## src/rtl/modem_pkg.sv

```systemverilog
package modem_pkg;
  timeunit 1ns;
  timeprecision 1ps;

  // Control byte layout (decoded by the pad and loopback logic)
  localparam int CTL_W    = 5;
  localparam int CTL_DTR  = 0;
  localparam int CTL_RTS  = 1;
  localparam int CTL_OUT1 = 2;
  localparam int CTL_OUT2 = 3;
  localparam int CTL_LOOP = 4;

  // Handshake line vector order; matches delta bit order and status level order
  localparam int LINE_W  = 4;
  localparam int LN_CTS  = 0;
  localparam int LN_DSR  = 1;
  localparam int LN_RI   = 2;
  localparam int LN_DCD  = 3;

  localparam int STAT_W  = 2 * LINE_W;
endpackage

```

## src/rtl/modem_sync.sv

```systemverilog
module modem_sync #(
  parameter int W      = 4,
  parameter int STAGES = 2,
  parameter logic [W-1:0] IDLE = '1
) (
  input  logic         clk,
  input  logic         rst,
  input  logic [W-1:0] async_i,
  output logic [W-1:0] sync_o
);
  timeunit 1ns;
  timeprecision 1ps;

  logic [W-1:0] stage_q [STAGES];

  genvar s;
  generate
    for (s = 0; s < STAGES; s++) begin : g_stage
      if (s == 0) begin : g_first
        always_ff @(posedge clk) begin
          if (rst) stage_q[s] <= IDLE;
          else     stage_q[s] <= async_i;
        end
      end else begin : g_next
        always_ff @(posedge clk) begin
          if (rst) stage_q[s] <= IDLE;
          else     stage_q[s] <= stage_q[s-1];
        end
      end
    end
  endgenerate

  assign sync_o = stage_q[STAGES-1];
endmodule

```

## src/rtl/modem_ctl_reg.sv

```systemverilog
module modem_ctl_reg
  import modem_pkg::*;
(
  input  logic              clk,
  input  logic              rst,
  input  logic              wr_en,
  input  logic [CTL_W-1:0]  wr_data,
  output logic [CTL_W-1:0]  ctl_q,
  output logic [LINE_W-1:0] pad_n_q,    // {out2, out1, rts, dtr}
  output logic [LINE_W-1:0] loop_lines  // active-high lines seen in loopback
);
  timeunit 1ns;
  timeprecision 1ps;

  always_ff @(posedge clk) begin
    if (rst) begin
      ctl_q   <= '0;
      pad_n_q <= '1;
    end else if (wr_en) begin
      ctl_q <= wr_data;
      if (wr_data[CTL_LOOP]) pad_n_q <= '1;
      else                   pad_n_q <= ~wr_data[LINE_W-1:0];
    end
  end

  // Each control bit feeds one status line when looped back
  always_comb begin
    loop_lines         = '0;
    loop_lines[LN_CTS] = ctl_q[CTL_RTS];
    loop_lines[LN_DSR] = ctl_q[CTL_DTR];
    loop_lines[LN_RI]  = ctl_q[CTL_OUT1];
    loop_lines[LN_DCD] = ctl_q[CTL_OUT2];
  end
endmodule

```

## src/rtl/modem_delta.sv

```systemverilog
module modem_delta
  import modem_pkg::*;
(
  input  logic              clk,
  input  logic              rst,
  input  logic [LINE_W-1:0] lines_i,   // active-high current levels
  input  logic              clr_i,     // status read
  output logic [LINE_W-1:0] lines_q,
  output logic [LINE_W-1:0] delta_q
);
  timeunit 1ns;
  timeprecision 1ps;

  logic [LINE_W-1:0] evt;

  genvar i;
  generate
    for (i = 0; i < LINE_W; i++) begin : g_evt
      if (i == LN_RI) begin : g_trailing
        // ring input rising on the pad = active-high level falling
        assign evt[i] = lines_q[i] & ~lines_i[i];
      end else begin : g_any
        assign evt[i] = lines_q[i] ^ lines_i[i];
      end
    end
  endgenerate

  always_ff @(posedge clk) begin
    if (rst) begin
      lines_q <= '0;
      delta_q <= '0;
    end else begin
      lines_q <= lines_i;
      delta_q <= (delta_q & {LINE_W{~clr_i}}) | evt;
    end
  end
endmodule

```

## src/rtl/modem_ctl_stat.sv

```systemverilog
module modem_ctl_stat
  import modem_pkg::*;
#(
  parameter int SYNC_STAGES = 2
) (
  input  logic              clk,
  input  logic              rst,
  input  logic              ctl_wr_en,
  input  logic [CTL_W-1:0]  ctl_wr_data,
  input  logic              stat_rd,
  input  logic              cts_n_i,
  input  logic              dsr_n_i,
  input  logic              ri_n_i,
  input  logic              dcd_n_i,
  output logic              dtr_n_o,
  output logic              rts_n_o,
  output logic              out1_n_o,
  output logic              out2_n_o,
  output logic [STAT_W-1:0] stat_q,
  output logic              modem_irq
);
  timeunit 1ns;
  timeprecision 1ps;

  logic [LINE_W-1:0] pad_in_n, pad_sync_n, ext_lines, loop_lines, cur_lines;
  logic [LINE_W-1:0] lines_q, delta_q, pad_n_q;
  logic [CTL_W-1:0]  ctl_q;

  always_comb begin
    pad_in_n         = '1;
    pad_in_n[LN_CTS] = cts_n_i;
    pad_in_n[LN_DSR] = dsr_n_i;
    pad_in_n[LN_RI]  = ri_n_i;
    pad_in_n[LN_DCD] = dcd_n_i;
  end

  modem_sync #(.W(LINE_W), .STAGES(SYNC_STAGES), .IDLE('1)) i_sync (
    .clk     (clk),
    .rst     (rst),
    .async_i (pad_in_n),
    .sync_o  (pad_sync_n)
  );

  modem_ctl_reg i_ctl (
    .clk        (clk),
    .rst        (rst),
    .wr_en      (ctl_wr_en),
    .wr_data    (ctl_wr_data),
    .ctl_q      (ctl_q),
    .pad_n_q    (pad_n_q),
    .loop_lines (loop_lines)
  );

  assign ext_lines = ~pad_sync_n;
  assign cur_lines = ctl_q[CTL_LOOP] ? loop_lines : ext_lines;

  modem_delta i_delta (
    .clk     (clk),
    .rst     (rst),
    .lines_i (cur_lines),
    .clr_i   (stat_rd),
    .lines_q (lines_q),
    .delta_q (delta_q)
  );

  assign dtr_n_o   = pad_n_q[CTL_DTR];
  assign rts_n_o   = pad_n_q[CTL_RTS];
  assign out1_n_o  = pad_n_q[CTL_OUT1];
  assign out2_n_o  = pad_n_q[CTL_OUT2];
  assign stat_q    = {lines_q, delta_q};
  assign modem_irq = |delta_q;
endmodule

```

## config.mk

```make
export PLATFORM = sky130hd
export DESIGN_NAME = modem_ctl_stat
export DESIGN_NICKNAME = d
export VERILOG_FILES = /design/src/rtl/modem_pkg.sv /design/src/rtl/modem_sync.sv /design/src/rtl/modem_ctl_reg.sv /design/src/rtl/modem_delta.sv /design/src/rtl/modem_ctl_stat.sv
export SDC_FILE = /design/constraint.sdc
export NUM_CORES = 1
export LEC_CHECK = 0
export BUFFER_PORTS_ARGS = -buffer_cell sky130_fd_sc_hd__buf_2
export CORE_MARGIN = 3
export CORE_UTILIZATION = 30
export DETAILED_ROUTE_END_ITERATION = 8
export GPL_TIMING_DRIVEN = 0
export PLACE_DENSITY_LB_ADDON = 0.15
export SYNTH_ARGS = -nofsm -noshare
export SYNTH_HDL_FRONTEND = slang
export SYNTH_SLANG_ARGS = --single-unit
```

## constraint.sdc

```tcl
create_clock -name clk -period 3.6 [get_ports clk]
set_clock_uncertainty 0.2 [all_clocks]
set_input_delay 0.36 -clock clk [delete_from_list [all_inputs] [get_ports clk]]
set_output_delay 0.36 -clock clk [all_outputs]
set_load 0.01 [all_outputs]
```

==> flow_summary.yaml <==
status:
  status: "finished, final reports clean"
timing:
  worst_pin_slew_ps: 457.5
  period_minus_slack_ps: 1878
  timing.fmax_mhz: 532.4
  hold_violations: 0
  period_share_pct: 52.18
  grt_setup_unrepaired: "false"
  drv_slew: 0
  timing.hold.ws_ps: 23.35
  slew_headroom_pct: 69.50
  finalSetupViolCount: 0
  setup-tns-final_ps: 0
logic_synthesis:
  avgSynthCellArea_um2: 9.841
  synth_seq_cells: 25
  synth-seq-area-share_pct: 57.14
  netlist_area_um2: 875.8
  synth_nets: 102
  synth.distinct_cells: 18
  netlist_instances: 89
  yosys_warnings: 0
layout:
  nets: 135
  syn_to_final_growth_pct: 25.14
  utilization_pct: 41.95
  final_common_cell: "buf_2"
  drive_above_1_share_pct: 31.40
  diodes: 0
  final_cell_mix: "buf_2, dfxtp_1, nor2b_1, nand2b_1, or2_2"
cts:
  cts_max_level: 1
  clk-insertion-delay-late_ps: 320
  clock_path_buffers: 2
  post_cts_buffers: 0
  cts.sinks: 25
  numCtsBuffers: 3
  cts_tree: "yes"
  clkSlewWorstSetupHoldPaths_ps: 130
  root_buffer: "clkbuf_4"
  cts_resized: 0
global_routing:
  antenna_found_initial: 0
  grt-ovfl-total: 0
  grt_usage_pct: 10.24
  grt_max_degree: 15
  grt_pass1_vias: 633
  grt_pass1_wl_um: 2711
power:
  peakVddDrop_mv: 0.2346
  p_leak_uw: 0.0004579
  power.density_nw_per_um2: 441.4
  p_total_uw: 483.8
routing:
  dr_wl_met2_um: 766
  wl_um: 1631
  vias: 682
  route.detailed.drc: 0
  viasPerCell: 4.517
  met3_length_um: 96
  wl_met1_um: 759
  wl_per_cell_um: 10.80
  drt-initial-drc-count: 10
  postRouteAntennaNets: 0
  top_layer: "met4"
  first_pass_iters: 4
floorplan:
  fp.dieH_um: 60.03
  pin_count: 26
  dieArea_um2: 3604
  initial_utilization_pct: 33.52
  core_area_um2: 2613
  dieWidth_um: 60.03
  num_rows: 18
critical_path:
  crit_chain: "or4_1 > buf_2"
  slowest_stage: "or4_1"
  worstSetupEndpointType: "primary output"
  worst-setup-path-type: "reg -> out"
  critical_path.max_fanout: 3
  crit_path_max_incr_delay_ps: 510
  crit_path_start_kind: "flip-flop"
  cp.required_ps: 3040
  arrival_ps: 1320
min_path:
  min_path_type: "in -> reg"
placed_design:
  place.gp.congestion: 0.6428
  port-buffer-count: 25
  dp_hpwl_um: 1216
job:
  drv_cap: 0
-- through the flow --
stage / std cells / setup slack (ps) / cell area (µm²)
2_1_floorplan: 89 / 2142 / 875.8
6_report: 151 / 1722 / 1096
5_1_grt: 151 / 1649 / 1096
3_3_place_gp: 144 / 2097 / 1039
4_1_cts: 150 / 1696 / 1086
3_5_place_dp: 144 / 2072 / 1039
-- cells by family after synthesis --
logic type,share of synthesized area [%]
buffers and inverters,1.428
flip-flops,57.14
AO/OA/AOI/OAI,8.855
AND/OR/NAND/NOR,31.43
multiplexers,1.143
-- area by class of cell --
cell class | instances | area (µm²)
Multi-Input combinational cell | 61 | 362.8
Clock buffer | 3 | 22.52
Tap cell | 30 | 37.54
Clock inverter | 1 | 5.005
Fill cell | 277 | 1516
Sequential cell | 25 | 500.5
Timing Repair Buffer | 28 | 155.1
Buffer | 3 | 12.51
-- final timing paths --
check | to | slack, ps | cells past startpoint | start
setup / recovery | modem_irq | 1720 | 2 | i_delta.delta_q[1]
hold reg to reg | i_sync.stage_q[1][0] | 220 | 1 | i_sync.stage_q[0][0]
setup reg to reg | i_delta.delta_q[2] | 2280 | 3 | i_ctl.ctl_q[4]
hold / removal | i_sync.stage_q[0][3] | 20 | 2 | dcd_n_i
-- synthesized netlist by cell type, drive strengths merged --
| cell | n | area, µm² |
|---|---|---|
| a21oi | 5 | 25.02 |
| buf | 1 | 5.000 |
| or2 | 11 | 68.82 |
| and2b | 1 | 7.510 |
| nand2b | 9 | 56.30 |
| nor3 | 1 | 5.000 |
| nor2 | 7 | 26.28 |
| mux2i | 1 | 10.01 |
| a211oi | 3 | 22.52 |
| o22ai | 4 | 25.02 |
| nor2b | 10 | 62.56 |
| clkbuf | 2 | 7.510 |
| nor4b | 3 | 26.28 |
| o21ai | 1 | 5.000 |
| or4 | 1 | 7.510 |
| dfxtp | 25 | 500.5 |
| nand2 | 4 | 15.01 |
-- registers in the layout (all words and copies together), names as in the netlist --
register / count
i_delta.delta_q: 4
i_ctl.ctl_q: 5
i_ctl.pad_n_q: 4
i_sync.stage_q: 8
i_delta.lines_q: 4
-- power breakdown --
group	internal (µW)	switching (µW)	total [µW]	leakage [µW]
clock	41.6	81.7	123	0.0000177
sequential	292	7.57	300	0.000206
combinational	31.7	29.3	61.0	0.000234
-- per-layer routing --
layer / vias to the layer above / track usage, %
li1: 360 / -
met1: 301 / 12.70
met2: 18 / 16.05
met3: 3 / 4.536
met4: 0 / 2.848
met5: - / 0
-- timing repair --
item,CTS,global route
endpoints found under the setup margin,0,0
hold buffers,2,1
hold endpoints to repair,2,1
-- critical path: cells and delay by family (launching register included) --
family        cells  cell delay [ps]
flops             1              340
buf+inv           1              150
simple gates      1              510
Power figures use the tool's default switching activity.
